## config.mk

```make
export PLATFORM = sky130hd
export DESIGN_NAME = vmon_evt_ctrl
export DESIGN_NICKNAME = d
export VERILOG_FILES = /design/src/rtl/vmon_pkg.sv /design/src/rtl/vmon_tick_div.sv /design/src/rtl/vmon_dig_filter.sv /design/src/rtl/vmon_edge_det.sv /design/src/rtl/vmon_evt_out.sv /design/src/rtl/vmon_evt_ctrl.sv
export SDC_FILE = /design/constraint.sdc
export NUM_CORES = 1
export LEC_CHECK = 0
export ABC_CLOCK_PERIOD_IN_PS = 1900
export BUFFER_PORTS_ARGS = -buffer_cell sky130_fd_sc_hd__buf_2
export CAP_MARGIN = 40
export CORE_ASPECT_RATIO = 0.75
export CORE_MARGIN = 1
export CORE_UTILIZATION = 30
export DETAILED_ROUTE_END_ITERATION = 10
export PLACE_DENSITY = 0.52
export SETUP_SLACK_MARGIN = 0.2
export SYNTH_ARGS = -nofsm -noshare
export SYNTH_HDL_FRONTEND = slang
export SYNTH_HIERARCHICAL = 1
export SYNTH_SLANG_ARGS = --single-unit
```

## constraint.sdc

```tcl
create_clock -name clk_i -period 1.9 [get_ports clk_i]
set_clock_uncertainty 0.2 [all_clocks]
set_input_delay 0.19 -clock clk_i [delete_from_list [all_inputs] [get_ports clk_i]]
set_output_delay 0.19 -clock clk_i [all_outputs]
set_load 0.1 [all_outputs]
```

## src/rtl/vmon_pkg.sv

```systemverilog
package vmon_pkg;

  typedef enum logic [1:0] {
    DIR_RISE = 2'b00,
    DIR_FALL = 2'b01,
    DIR_ANYA = 2'b10,
    DIR_ANYB = 2'b11
  } vmon_dir_e;

  typedef struct packed {
    vmon_dir_e  dir;
    logic       rst_mode;
    logic [1:0] clk_sel;
    logic       pass_flag;
    logic       flt_bypass;
    logic       evt_en;
  } vmon_cfg_t;

  localparam int unsigned CFG_W = $bits(vmon_cfg_t);

endpackage

```

## src/rtl/vmon_tick_div.sv

```systemverilog
module vmon_tick_div #(
  parameter int unsigned STEP  = 1,
  parameter int unsigned SEL_W = 2
) (
  input  logic             clk_i,
  input  logic             rst_ni,
  input  logic             osc_tick_i,
  input  logic [SEL_W-1:0] sel_i,
  output logic             smp_tick_o
);
  localparam int unsigned CNT_W = ((1 << SEL_W) - 1) * STEP;

  logic [CNT_W-1:0] cnt_q;
  logic [CNT_W-1:0] mask;

  always_comb begin
    mask = '0;
    for (int b = 0; b < CNT_W; b++) begin
      if (b < int'(sel_i) * int'(STEP)) mask[b] = 1'b1;
    end
  end

  always_ff @(posedge clk_i or negedge rst_ni) begin
    if (!rst_ni)         cnt_q <= '0;
    else if (osc_tick_i) cnt_q <= cnt_q + 1'b1;
  end

  assign smp_tick_o = osc_tick_i && ((cnt_q & mask) == mask);
endmodule

```

## src/rtl/vmon_dig_filter.sv

```systemverilog
module vmon_dig_filter #(
  parameter int unsigned TAPS = 3
) (
  input  logic clk_i,
  input  logic rst_ni,
  input  logic run_i,
  input  logic smp_tick_i,
  input  logic din_i,
  output logic lvl_o,
  output logic valid_o
);
  localparam int unsigned CW = $clog2(TAPS + 1);

  logic [TAPS-2:0] sh_q;
  logic [TAPS-1:0] win;
  logic [CW-1:0]   cnt_q;
  logic            flt_q;
  logic            full;

  assign win  = {sh_q, din_i};
  assign full = (cnt_q == CW'(TAPS));

  always_ff @(posedge clk_i or negedge rst_ni) begin
    if (!rst_ni) begin
      sh_q  <= '0;
      cnt_q <= '0;
      flt_q <= 1'b0;
    end else if (!run_i) begin
      sh_q  <= '0;
      cnt_q <= '0;
      flt_q <= 1'b0;
    end else if (smp_tick_i) begin
      sh_q <= win[TAPS-2:0];
      if (!full) cnt_q <= cnt_q + 1'b1;
      if (&win)       flt_q <= 1'b1;
      else if (~|win) flt_q <= 1'b0;
    end
  end

  assign lvl_o   = flt_q;
  assign valid_o = run_i && full;
endmodule

```

## src/rtl/vmon_edge_det.sv

```systemverilog
module vmon_edge_det
  import vmon_pkg::*;
(
  input  logic      clk_i,
  input  logic      rst_ni,
  input  logic      lvl_i,
  input  logic      valid_i,
  input  vmon_dir_e dir_i,
  output logic      hit_o
);
  logic lvl_q, vld_q;
  logic both, sup_fall, sup_rise;

  always_ff @(posedge clk_i or negedge rst_ni) begin
    if (!rst_ni) begin
      lvl_q <= 1'b0;
      vld_q <= 1'b0;
    end else begin
      lvl_q <= lvl_i;
      vld_q <= valid_i;
    end
  end

  assign both     = valid_i && vld_q;
  assign sup_fall = both && !lvl_q && lvl_i;
  assign sup_rise = both && lvl_q && !lvl_i;

  always_comb begin
    case (dir_i)
      DIR_RISE: hit_o = sup_rise;
      DIR_FALL: hit_o = sup_fall;
      default:  hit_o = sup_rise || sup_fall;
    endcase
  end
endmodule

```

## src/rtl/vmon_evt_out.sv

```systemverilog
module vmon_evt_out
  import vmon_pkg::*;
(
  input  logic      clk_i,
  input  logic      rst_ni,
  input  logic      por_ni,
  input  logic      fire_i,
  input  logic      rst_mode_i,
  input  vmon_dir_e dir_i,
  input  logic      rst_ack_i,
  input  logic      stat_clr_i,
  output logic      irq_o,
  output logic      rst_req_o,
  output logic      rst_stat_o
);
  logic irq_q, req_q, stat_q, req_set;

  // reset requests only for the falling-supply selection
  assign req_set = fire_i && rst_mode_i && (dir_i == DIR_FALL);

  always_ff @(posedge clk_i or negedge rst_ni) begin
    if (!rst_ni) begin
      irq_q <= 1'b0;
      req_q <= 1'b0;
    end else begin
      irq_q <= fire_i && !rst_mode_i;
      req_q <= req_set || (req_q && !rst_ack_i);
    end
  end

  always_ff @(posedge clk_i or negedge por_ni) begin
    if (!por_ni) stat_q <= 1'b0;
    else         stat_q <= req_set || (stat_q && !stat_clr_i);
  end

  assign irq_o      = irq_q;
  assign rst_req_o  = req_q;
  assign rst_stat_o = stat_q;
endmodule

```

## src/rtl/vmon_evt_ctrl.sv

```systemverilog
module vmon_evt_ctrl
  import vmon_pkg::*;
#(
  parameter int unsigned DIV_STEP = 1,
  parameter int unsigned FLT_TAPS = 3
) (
  input  logic             clk_i,
  input  logic             rst_ni,
  input  logic             por_ni,
  input  logic             osc_tick_i,
  input  logic             cmp_below_i,
  input  logic             det_en_i,
  input  logic             mon_en_i,
  input  logic             cfg_we_i,
  input  logic [CFG_W-1:0] cfg_wdata_i,
  output logic [CFG_W-1:0] cfg_rdata_o,
  input  logic             rst_ack_i,
  input  logic             rst_stat_clr_i,
  output logic             irq_o,
  output logic             rst_req_o,
  output logic             rst_stat_o
);
  vmon_cfg_t cfg_q, wr;
  logic active, flt_run, smp_tick;
  logic flt_lvl, flt_vld, lvl, vld, hit, fire;

  assign wr      = vmon_cfg_t'(cfg_wdata_i);
  assign active  = det_en_i && mon_en_i;
  assign flt_run = active && !cfg_q.flt_bypass;

  always_ff @(posedge clk_i or negedge rst_ni) begin
    if (!rst_ni) begin
      cfg_q <= '0;
    end else begin
      if (cfg_we_i) begin
        cfg_q.dir        <= wr.dir;
        cfg_q.rst_mode   <= wr.rst_mode;
        cfg_q.clk_sel    <= wr.clk_sel;
        cfg_q.flt_bypass <= wr.flt_bypass;
        cfg_q.evt_en     <= wr.evt_en;
        cfg_q.pass_flag  <= hit || (cfg_q.pass_flag && wr.pass_flag);
      end else begin
        cfg_q.pass_flag  <= hit || cfg_q.pass_flag;
      end
    end
  end

  vmon_tick_div #(.STEP(DIV_STEP), .SEL_W(2)) u_div (
    .clk_i      (clk_i),
    .rst_ni     (rst_ni),
    .osc_tick_i (osc_tick_i),
    .sel_i      (cfg_q.clk_sel),
    .smp_tick_o (smp_tick)
  );

  vmon_dig_filter #(.TAPS(FLT_TAPS)) u_flt (
    .clk_i      (clk_i),
    .rst_ni     (rst_ni),
    .run_i      (flt_run),
    .smp_tick_i (smp_tick),
    .din_i      (cmp_below_i),
    .lvl_o      (flt_lvl),
    .valid_o    (flt_vld)
  );

  assign lvl = cfg_q.flt_bypass ? cmp_below_i : flt_lvl;
  assign vld = cfg_q.flt_bypass ? active      : flt_vld;

  vmon_edge_det u_edge (
    .clk_i   (clk_i),
    .rst_ni  (rst_ni),
    .lvl_i   (lvl),
    .valid_i (vld),
    .dir_i   (cfg_q.dir),
    .hit_o   (hit)
  );

  assign fire = hit && cfg_q.evt_en;

  vmon_evt_out u_out (
    .clk_i      (clk_i),
    .rst_ni     (rst_ni),
    .por_ni     (por_ni),
    .fire_i     (fire),
    .rst_mode_i (cfg_q.rst_mode),
    .dir_i      (cfg_q.dir),
    .rst_ack_i  (rst_ack_i),
    .stat_clr_i (rst_stat_clr_i),
    .irq_o      (irq_o),
    .rst_req_o  (rst_req_o),
    .rst_stat_o (rst_stat_o)
  );

  assign cfg_rdata_o = cfg_q;
endmodule

```

# Word level (Yosys, flattened, before mapping)
# Cells that the tools add are included.
[op_classes] n_eq_ne=6 mux=16 n_mul=0 add_sub_neg=2 n_lt_le_gt_ge=3 reduce_logical=32 n_shift=0 bitwise_logic=1 n_div=0
[ops] op="1-bit logical AND" count=16
[ops] op="1-bit 2-to-1 mux" count=10
[ops] op="2-bit 2-to-1 mux" count=5
[ops] op="1-bit zero test" count=6
[ops] op="1-bit logical OR" count=5
[ops] op="1-bit by 2-bit < comparator with 1-bit output, first input constant" count=2
[ops] op="2-bit != test, second input constant" count=2
[ops] op="2-bit AND reduction" count=2
[ops] op="3-bit by 1-bit adder with 3-bit output, second input constant" count=1
[ops] op="3-bit AND" count=1
[ops] op="3-bit == test" count=1
[ops] op="3-bit != test, second input constant" count=1
[ops] op="3-bit AND reduction" count=1
[ops] op="3-bit OR reduction" count=1
[ops] op="2-bit by 1-bit adder with 2-bit output, second input constant" count=1
[ops] op="2-bit by 1-bit == test with 1-bit output, second input constant" count=1
[ops] op="2-bit == test, second input constant" count=1
[ops] op="2-bit zero test" count=1
[ops] op="2-bit < comparator, first input constant" count=1
[ops] op="1-bit case mux with 2 select lines" count=1
[totals] latch_bits=0 output_inout_bits=11 input_bits=18 mem_count=0 regBits=21 rom_bits=0 mem_bits_rw=0

# Logic depth before layout (Yosys ltp)
# Gate-level depths: netlist of run 1.
[depth] depth_word=13 depth_mapped=10 depth_no_buf=10

# Hierarchy
# The synthesis of run 1 kept the hierarchy.
[by_module_without_submodules] mod="vmon_evt_ctrl" cells_each=25 seq_area_each_um2=200.2 n_inst=1 area_each_um2=369.1
[by_module_without_submodules] mod="vmon_dig_filter" cells_each=20 seq_area_each_um2=125.1 n_inst=1 area_each_um2=247.7
[by_module_without_submodules] mod="vmon_tick_div" cells_each=13 seq_area_each_um2=75.1 n_inst=1 area_each_um2=151.4
[by_module_without_submodules] mod="vmon_evt_out" cells_each=9 seq_area_each_um2=75.1 n_inst=1 area_each_um2=107.6
[by_module_without_submodules] mod="vmon_edge_det" cells_each=8 seq_area_each_um2=50.0 n_inst=1 area_each_um2=82.6

# Worst setup path before layout of run 1
# Ideal clock, no wire load.
[synth_path] path_kind="register to register" startpoint="reg cfg_q, in the netlist cfg_rdata_o[1]" endpoint="reg u_out.req_q, in the netlist u_out/rst_req_o" synth_period_minus_slack_ns=2.415 n_path_buf=0 arrival_ns=2.133 path_stages_with_launch=7 path_slack_ns=-0.515 path_cell_list="dfrtp_1 > mux2_1 > a211o_1 > a21oi_1 > and2_1 > nand4b_1 > o21ai_0"
[synth_lines] element="from (decl)" line="vmon_evt_ctrl.sv:23" source="vmon_cfg_t cfg_q, wr;"
[synth_lines] element="1-bit 2-to-1 mux *" line="vmon_evt_ctrl.sv:66" source="assign lvl = cfg_q.flt_bypass ? cmp_below_i : flt_lvl;"
[synth_lines] element="net lvl" line="vmon_evt_ctrl.sv:25" source="logic flt_lvl, flt_vld, lvl, vld, hit, fire;"
[synth_lines] element="1-bit zero test" line="vmon_edge_det.sv:26" source="assign sup_rise = both && lvl_q && !lvl_i;"
[synth_lines] element="1-bit logical AND" line="vmon_edge_det.sv:26"
[synth_lines] element="1-bit logical OR" line="vmon_edge_det.sv:32" source="default: hit_o = sup_rise || sup_fall;"
[synth_lines] element="1-bit case mux with 2 select lines *" line="vmon_edge_det.sv:29" source="case (dir_i)"
[synth_lines] element="net hit" line="vmon_evt_ctrl.sv:25"
[synth_lines] element="1-bit logical AND *" line="vmon_evt_ctrl.sv:78" source="assign fire = hit && cfg_q.evt_en;"
[synth_lines] element="net fire" line="vmon_evt_ctrl.sv:25"
[synth_lines] element="1-bit logical AND * (2 in series)" line="vmon_evt_out.sv:19" source="assign req_set = fire_i && rst_mode_i && (dir_i == DIR_FALL);"
[synth_lines] element="1-bit logical OR *" line="vmon_evt_out.sv:27" source="req_q <= req_set || (req_q && !rst_ack_i);"
[synth_lines] element="to (signal assigned)" line="vmon_evt_out.sv:27"
[synth_lines] element="to (decl)" line="vmon_evt_out.sv:16" source="logic irq_q, req_q, stat_q, req_set;"
# The timed path passes the listed nets; every way through them passes the cells marked *.
# A chain may end at the register's enable or synchronous reset.

# Worst setup path in the final report of run 1
# Same ends and word-level chain as after synthesis.

==> results.ini, run 1 <==
[status]
status = complete, no violations

[drt]
drtAntennaViolNets = 0
wl_mm = 1.94
first_pass_iters = 3
wl_per_cell_um = 12.1
drc_errors = 0
first_iter_violations = 17
vias = 722
via_per_inst = 4.48

[global_route]
grt_antenna_before_repair = 0
grt_pass1_wl_mm = 3.04
gr-usage-all-layers = 0.122
grt_max_degree = 21
grt_pass1_vias = 680
grt_overflow = 0

[placement]
hpwlAfterDp_mm = 1.31
dp.cells = 141
gp_congestion = 0.700
port_buffers = 28

[setup_path]
critPathLaunchType = flip-flop
criticalPathCategory = reg -> reg
critPathMaxStageDelay_ps = 500
critical_path.cell_chain = mux2_4 > a211o_1 > a21oi_2 > and2_4 > nand4b_1 > o21ai_1
worstPathMaxFanout = 3
critPathSlowestCell = dfrtp_4
cpLargestDelayFamily = compound AO/OA/AOI/OAI gates
end_kind = flip-flop
crit_arrival_ps = 1860
cp.required_ps = 1880
critPathBufInv = 0

[sta]
fmax_mhz = 534
post-route-period-util = 0.986
min_period_ps = 1870
maxSlewViolCount = 0
hold_viol = 0
worst_pin_slew_ps = 486
slew_headroom = 0.678
rsz0062_at_grt = true
setup_viol = 0

[power_and_ir_drop]
power.total_uw = 1260
leakagePower_uw = 0.000684
power_density_nw_per_um2 = 888
peakVddDrop_mv = 0.417

[floorplanning]
die-area_sq_um = 3430
start_util = 0.320
die_w_um = 67.3
core_area_sq_um = 3000
row_count = 17
dieHeight_um = 51.0
ioPinCount = 29

[cts]
cts_tree = done
clock-root-buffer = clkbuf_8
cts.sinks = 21
cts_made_buffers = 3
clock_insertion_delay_worst_skew_ps = 260
clkSlewWorstSetupHoldPaths_ps = 80
clock_tree.buffer_depth = 2
htree_num_levels = 1

[synthesis]
postSynthAreaPerCell_sq_um = 12.8
synth_largest_area_cell = dfrtp_1
synth_area_leaders = dfrtp_1 (55%), mux2_4 (11%), mux2i_1 (3.1%)
post_synth_num_cell_types = 28
yosysSeqAreaShare = 0.548
syn_inst = 75
ys_ff_latch = 21
yosysWarnings = 6
syn_nets = 95
syn_area_sq_um = 958
synth_top_area_frac = 0.548

[layout]
stdcell_count = 161
final_util = 0.474
layout_common_cells = buf_2 (28), dfrtp_1 (16), dlygate4sd3_1 (12)
fillers = 281
areaGrowthSynthToFinish_pct = 48.2
diodes = 0
drive_gt1_frac = 0.504
final_common_cell = buf_2
nets = 144

[job]
maxCapViolations = 0

[worst_hold_path]
hp-class = in -> reg

==> flip-flops by register name, summed over array words and instances (netlist names) <==
| name | count |
|---|---|
| cfg_rdata_o | 8 |
| u_div/cnt_q | 3 |
| u_flt/cnt_q | 2 |
| u_flt/sh_q | 2 |
| u_edge/lvl_q | 1 |
| u_edge/vld_q | 1 |
| u_flt/lvl_o | 1 |
| u_out/irq_o | 1 |
| u_out/rst_req_o | 1 |
| u_out/rst_stat_o | 1 |
==> cells in the mapped netlist <==
cell / n
dfrtp_1: 21
inv_1: 7
mux2_4: 7
nand2_1: 4
nor2b_1: 4
o21ai_0: 4
and2_1: 3
mux2i_1: 3
ha_1: 2
xnor2_1: 2
a211o_1: 1
a21o_1: 1
a21oi_1: 1
a221oi_2: 1
a31oi_1: 1
buf_6: 1
mux2_1: 1
mux2_2: 1
nand2b_1: 1
nand2b_2: 1
nand3_1: 1
nand4b_1: 1
nor2_1: 1
nor3_1: 1
nor4b_2: 1
o211ai_1: 1
o21ai_1: 1
xor2_1: 1
==> per-stage QoR <==
step	setup WS [ps]	hold WS, ps	cell area (sq um)	TNS [ps]
finish	27.5	10.6	1420	0
CTS	65.0	16.1	1380	0
detailed placement	3.08	-235	1180	0
global placement	43.7	-235	1180	0
floorplan	-60.0	-306	1000	-120
global route	-37.8	19.1	1420	-57.3
==> final timing paths <==
check / startpoint / endpoint / slack, ps / cells after the start
worst max-delay path: cfg_rdata_o[1]$_DFFE_PN0P_ / u_out/rst_req_o$_DFF_PN0_ / 30 / 6
max in group asynchronous: rst_ni / cfg_rdata_o[1]$_DFFE_PN0P_ / 940 / 2
worst min-delay path: mon_en_i / u_edge/vld_q$_DFF_PN0_ / 10 / 3
worst max register to register: cfg_rdata_o[1]$_DFFE_PN0P_ / u_out/rst_req_o$_DFF_PN0_ / 30 / 6
min in group asynchronous: por_ni / u_out/rst_stat_o$_DFF_PN0_ / 30 / 2
worst min register to register: cfg_rdata_o[2]$_DFF_PN0_ / cfg_rdata_o[2]$_DFF_PN0_ / 280 / 1
==> logic make-up (layout without fill, tap and decap cells) <==
logic type,Yosys count,after routing,synth area share
buffers and inverters,8,56,0.0392
AND/OR/NAND/NOR,18,18,0.116
XOR/XNOR,3,3,0.0274
AO/OA/AOI/OAI,11,11,0.0783
adder cells (fa/ha/maj),2,2,0.0261
flip-flops,21,21,0.548
multiplexers,12,12,0.164
==> report_power, final <==
part / internal [uW] / switching [uW]
clock network: 149 / 144
logic: 172 / 226
registers: 505 / 64.6
total: 826 / 435
==> metal layers <==
layer  global-route usage  wire (um)  up-vias
met2                0.182        842       21
met3               0.0469        106        2
li1                     -          -      352
met5                    0          0        -
met4               0.0213         16        0
met1                0.169        977      347
==> worst reg2reg max path, delay by kind of cell, from the launching register on <==
kind | cells | cell delay, ps
and+or+nand+nor | 2 | 280
DFF | 1 | 500
muxes | 1 | 310
AOI/OAI and AO/OA | 3 | 520
==> timing repair <==
item	4_1_cts	5_1_grt
gates resized for setup	2	7
setup endpoints to repair	5	6
endpoints found under the hold margin	31	0
buffers inserted	4	0
cloned	0	0
hold buffers	12	0
pin swaps	4	2
==> layout make-up <==
| class | count | area [sq um] | share of cell area |
|---|---|---|---|
| Timing Repair Buffer | 45 | 302 | 0.212 |
| Clock buffer | 4 | 45.0 | 0.0317 |
| Sequential cell | 21 | 537 | 0.378 |
| Inverter | 7 | 26.3 | 0.0185 |
| Tap cell | 38 | 47.5 | 0.0335 |
| Multi-Input combinational cell | 46 | 463 | 0.326 |
No activity file was read; power rests on OpenSTA's default activity.
==> run 2, diff against run 1 <==
--- a/config.mk
+++ b/config.mk
@@ -5,6 +5,7 @@
 export SDC_FILE = /design/constraint.sdc
 export NUM_CORES = 1
 export LEC_CHECK = 0
+export ABC_AREA = 1
 export ABC_CLOCK_PERIOD_IN_PS = 1900
 export BUFFER_PORTS_ARGS = -buffer_cell sky130_fd_sc_hd__buf_2
 export CAP_MARGIN = 40
==> constraint.sdc (replaced) <==
create_clock -name clk_i -period 1.9 [get_ports clk_i]
set_clock_uncertainty 0.2 [all_clocks]
set_input_delay 0.095 -clock clk_i [delete_from_list [all_inputs] [get_ports clk_i]]
set_output_delay 0.095 -clock clk_i [all_outputs]
set_load 0.1 [all_outputs]
==> run 2 against run 1 <==
Synthesized cell count increased by 65%. Die area rose by 1.9%. Non-clock buffer count grew 6. Critical path type unchanged. Critical endpoint is now u_out/rst_stat_o$_DFF_PN0_. Largest cell class unchanged.
==> results.ini, run 2 <==
[drt]
vias = 929
via_per_inst = 4.30
first_pass_iters = 4
wl_mm = 2.04
wl_met3_um = 141
wl_per_cell_um = 9.46
drc_errors = 0
first_iter_violations = 19
drtAntennaViolNets = 0
m1WireLength_um = 944
wl_met2_um = 938
highest_layer = met4

[sta]
rsz0062_at_grt = true
hold_viol = 0
setup_viol = 0
post-route-period-util = 0.886
worst_pin_slew_ps = 490
fmax_mhz = 594
holdWs_ps = 2.41
maxSlewViolCount = 0
min_period_ps = 1680
fin_ws_ps = 216
slew_headroom = 0.676

[placement]
port_buffers = 28
gp_congestion = 0.730
place_ws_ps = 166
hpwlAfterDp_mm = 1.43

[power_and_ir_drop]
p_comb_frac = 0.278
peakVddDrop_mv = 0.391
clock_power_share = 0.253
pwr-share-seq = 0.469
switchingPower_uw = 408
swShare = 0.350
cellInternalPower_uw = 758
leakagePower_uw = 0.000797
power_density_nw_per_um2 = 803

[global_route]
grt_antenna_before_repair = 0
gr-usage-all-layers = 0.139
grt_pass1_wl_mm = 3.53
grt_overflow = 0
grt_pass1_vias = 843
grt_max_degree = 21

[status]
status = complete, no violations

[cts]
cts.sinks = 21
clkSlewWorstSetupHoldPaths_ps = 80
cts_tree = done
clock_tree.buffer_depth = 2
clock_insertion_delay_worst_skew_ps = 260
htree_num_levels = 1
clock-root-buffer = clkbuf_8
cts_made_buffers = 3

[synthesis]
synth_top_area_frac = 0.538
syn_nets = 144
synthTopCellsByCount = nand2_1 (43), inv_1 (25), dfrtp_1 (21), o21ai_0 (11), nor2_1 (8)
yosysWarnings = 6
synth_area_leaders = dfrtp_1 (54%), nand2_1 (17%), inv_1 (9.6%)
synth_edf_count = 0
synth_largest_area_cell = dfrtp_1
async_flop_share = 1.00
ys_ff_latch = 21
syn_area_sq_um = 977
syn_inst = 124
ys_dominant_reg_cell = dfrtp_1
yosysSeqAreaShare = 0.538
postSynthAreaPerCell_sq_um = 7.88
post_synth_num_cell_types = 15
synth_most_common_cell = nand2_1

[setup_path]
crit_top_cell = nand2_1
crit_arrival_ps = 1690
critPathMaxStageDelay_ps = 490
cp.required_ps = 1910
cpLargestDelayFamily = simple AND/OR/NAND/NOR gates
startpoint = cfg_rdata_o[1]$_DFFE_PN0P_
critical_path.cell_chain = nor2_4 > nand2_2 > inv_2 > nand2_2 > o21ai_2 > nand2_1 > inv_1 > nand2_1 > nor2_2 > nand2_1 > inv_1 > inv_2 > nor2_2 > nand2_1 > nand2_1
end_kind = flip-flop
critPathBufInv = 4
worstPathMaxFanout = 3
critPathLaunchType = flip-flop
worstReg2RegStart = cfg_rdata_o[1]$_DFFE_PN0P_
criticalPathCategory = reg -> reg
critPathSlowestCell = dfrtp_4

[job]
maxCapViolations = 0

[floorplanning]
start_util = 0.324
die_w_um = 67.9
core_area_sq_um = 3020
row_count = 17
ioPinCount = 29
die-area_sq_um = 3490
dieHeight_um = 51.4

[layout]
areaGrowthSynthToFinish_pct = 48.7
largest_reg_flops = 8
diodes = 0
layout_common_cells = nand2_1 (41), buf_2 (28), inv_1 (23)
final_common_cell = nand2_1
final_util = 0.481
drive_gt1_frac = 0.281
nets = 199

[worst_hold_path]
hold_start = cfg_we_i
hp-class = in -> reg

## run 2: changes by cell type in the layout (fill, tap and decap cells not counted), sizes merged, moves of 4 or more
cell | before | now
mux2 | 9 | 0
nor2 | 1 | 9
o21ai | 5 | 12
nor2b | 4 | 0
inv | 7 | 26
nand2 | 4 | 44
dlygate4sd3 | 12 | 20
## run 2: area by class of cell
class / instances / area (sq um)
Timing Repair Buffer: 51 / 363
Clock inverter: 1 / 5.00
Sequential cell: 21 / 533
Fill cell: 318 / 1570
Multi-Input combinational cell: 76 / 365
Inverter: 26 / 97.6
Tap cell: 38 / 47.5
Clock buffer: 3 / 41.3
## run 2: worst register-to-register path, stage by stage, from the launching register on
cell and delay [ps]:
dfrtp_4 490, nor2_4 100, nand2_2 70, inv_2 50, nand2_2 50, o21ai_2 60
nand2_1 60, inv_1 50, nand2_1 60, nor2_2 120, nand2_1 60, inv_1 60
inv_2 40, nor2_2 60, nand2_1 60, nand2_1 60
## run 2: worst paths after layout
kind	cells past startpoint	slack [ps]	end
hold reg to reg	2	270	cfg_rdata_o[2]$_DFF_PN0_
hold / removal	3	2	cfg_rdata_o[6]$_DFFE_PN0P_
setup reg to reg	15	220	u_out/rst_stat_o$_DFF_PN0_
setup / recovery	15	220	u_out/rst_stat_o$_DFF_PN0_
max in group asynchronous	3	930	u_out/rst_stat_o$_DFF_PN0_
min in group asynchronous	2	100	cfg_rdata_o[2]$_DFF_PN0_
## run 2: power groups by stage
stage	clock network, uW	logic, uW	registers (uW)
2_1_floorplan	0	116	651
3_3_place_gp	0	279	556
6_report	295	324	547
5_1_grt	330	362	554
4_1_cts	310	323	547
3_5_place_dp	0	285	557
## run 2: timing repair
item	in CTS	in global routing
resized for setup	2	5
buffers inserted	1	1
hold buffers	20	0
pin swaps	0	2
endpoints found under the setup margin	2	5
endpoints found under the hold margin	37	0
## run 2: metal layers
metal  vias up  GRT usage
met4         0     0.0382
met2        28      0.233
met3         4     0.0580
met1       423      0.161
met5         -          0
li1        474          -
## run 2: kinds of logic after synthesis
kind of cell    Yosys count  synth area share
compound gates           14            0.0717
xor+xnor                  2            0.0179
fa+ha+maj                 2            0.0256
buf+inv                  27             0.111
flops                    21             0.538
simple gates             58             0.236
## run 2: stage by stage
stage	TNS, ps	area (sq um)	total power [uW]	instances
global route	0	1450	1250	216
CTS	0	1440	1180	215
finish	0	1450	1170	216
global placement	0	1180	835	190
detailed placement	0	1180	842	190
floorplan	-58.8	992	767	124
==> run 3, diff against run 2 <==
--- a/config.mk
+++ b/config.mk
@@ -14,6 +14,7 @@
 export CORE_UTILIZATION = 30
 export DETAILED_ROUTE_END_ITERATION = 10
 export PLACE_DENSITY = 0.52
+export RECOVER_POWER = 50
 export SETUP_SLACK_MARGIN = 0.2
 export SYNTH_ARGS = -nofsm -noshare
 export SYNTH_HDL_FRONTEND = slang
==> run 3 against run 2 <==
Cell count is the same. Clock power about the same. Register-to-register slack hardly changed. Fmax about the same. Core utilization is essentially flat. Via count unchanged. Sequential power barely moved. Die area stayed put. Sequential share of layout area is essentially flat. Hold slack barely moved. First-iteration DRC count rose by 5.3%.
==> results.ini, run 3 (synthesized netlist as in run 2, its figures left out) <==
[power_and_ir_drop]
power_density_nw_per_um2 = 803
leakagePower_uw = 0.000794
peakVddDrop_mv = 0.391
power.total_uw = 1170

[global_route]
grt_antenna_before_repair = 0
grt_pass1_wl_mm = 3.53
grt_pass1_vias = 843
gr-usage-all-layers = 0.139
grt_overflow = 0
grt_max_degree = 21

[sta]
finalSetupTns_ps = 0
rsz0062_at_grt = true
hold_viol = 0
min_period_ps = 1680
post-route-period-util = 0.886
holdWs_ps = 2.49
setup_viol = 0
slew_headroom = 0.676
worst_pin_slew_ps = 490
fmax_mhz = 594
maxSlewViolCount = 0

[layout]
largest_reg_flops = 8
layout_common_cells = nand2_1 (41), buf_2 (27), inv_1 (23)
diodes = 0
stdcell_count = 216
nets = 199
final_util = 0.481
drive_gt1_frac = 0.275
areaGrowthSynthToFinish_pct = 48.5
final_common_cell = nand2_1

[setup_path]
crit_top_cell = nand2_1
critPathSlowestCell = dfrtp_4
critical_path.cell_chain = nor2_4 > nand2_2 > inv_2 > nand2_2 > o21ai_2 > nand2_1 > inv_1 > nand2_1 > nor2_2 > nand2_1 > inv_1 > inv_2 > nor2_2 > nand2_1 > nand2_1
r2r_setup_slack_ps = 220
worstPathMaxFanout = 3
criticalPathCategory = reg -> reg
critPathBufInv = 4
end_kind = flip-flop
worstReg2RegStart = cfg_rdata_o[1]$_DFFE_PN0P_
critPathLaunchType = flip-flop
crit_arrival_ps = 1690
critPathMaxStageDelay_ps = 490
rr_worst_depth = 15
r2r-end = u_out/rst_stat_o$_DFF_PN0_
cp.required_ps = 1910
cpLargestDelayFamily = simple AND/OR/NAND/NOR gates

[cts]
cts.sinks = 21
clkSlewWorstSetupHoldPaths_ps = 80
cts_made_buffers = 3
clock_insertion_delay_worst_skew_ps = 260
cts_tree = done
htree_num_levels = 1
clock-root-buffer = clkbuf_8
clock_tree.buffer_depth = 2

[placement]
port_buffers = 28
hpwlAfterDp_mm = 1.43
dp.cells = 190
gp_congestion = 0.730

[job]
maxCapViolations = 0

[drt]
wl_per_cell_um = 9.45
first_pass_iters = 4
drtAntennaViolNets = 0
via_per_inst = 4.30
wl_mm = 2.04
drc_errors = 0
vias = 929
first_iter_violations = 20

[status]
status = complete, no violations

[floorplanning]
core_area_sq_um = 3020
start_util = 0.324
die-area_sq_um = 3490
ioPinCount = 29
die_w_um = 67.9
dieHeight_um = 51.4
row_count = 17

[worst_hold_path]
hold_start = cfg_we_i
hold_depth = 3
min_to = cfg_rdata_o[6]$_DFFE_PN0P_
hp-class = in -> reg

## run 3: worst min-delay path: cells and delay by family
kind / cells / cell delay (ps)
and+or+nand+nor: 1 / 80
buffers and inverters: 1 / 180
AOI/OAI and AO/OA: 1 / 70
## run 3: per-layer routing
layer / track usage / routed length, um / up-vias / share of wire
met5: 0 / 0 / - / 0
met2: 0.233 / 936 / 28 / 0.46
li1: - / - / 474 / -
met1: 0.161 / 944 / 423 / 0.46
met3: 0.0580 / 141 / 4 / 0.069
met4: 0.0382 / 19 / 0 / 0.0093
## run 3: worst max path at each step
stage,startpoint,to,slack [ps],depth (start not counted)
6_report,cfg_rdata_o[1]$_DFFE_PN0P_,u_out/rst_stat_o$_DFF_PN0_,220,15
5_1_grt,cfg_rdata_o[1]$_DFFE_PN0P_,u_out/rst_stat_o$_DFF_PN0_,50,15
4_1_cts,cfg_rdata_o[1]$_DFFE_PN0P_,u_out/rst_stat_o$_DFF_PN0_,220,15
3_5_place_dp,cfg_rdata_o[1]$_DFFE_PN0P_,u_out/rst_stat_o$_DFF_PN0_,170,15
3_3_place_gp,cfg_rdata_o[1]$_DFFE_PN0P_,u_out/rst_stat_o$_DFF_PN0_,220,15
2_1_floorplan,cfg_rdata_o[1]$_DFFE_PN0P_,u_out/rst_req_o$_DFF_PN0_,-30,15
## run 3: area by class of cell
type	count	area, sq um
Tap cell	38	47.5
Clock inverter	1	5.00
Fill cell	319	1570
Clock buffer	3	41.3
Sequential cell	21	533
Timing Repair Buffer	51	362
Multi-Input combinational cell	76	365
Inverter	26	97.6
## run 3: power breakdown
group	total (uW)	internal (uW)	switching, uW
registers	547	501	45.6
logic	323	110	213
clock network	295	146	149
total	1170	758	408
## run 3: what timing repair did
item                                    CTS  global route
pin swaps                                 0             2
endpoints found under the hold margin    37             0
buffers inserted                          1             1
endpoints found under the setup margin    2             5
resized for setup                         2             5
hold buffers                             20             0
## run 3: per-stage QoR
stage | worst slack [ps] | instance area [sq um]
floorplan | -29.4 | 992
global route | 49.3 | 1450
detailed placement | 166 | 1180
finish | 216 | 1450
global placement | 225 | 1180
CTS | 218 | 1440
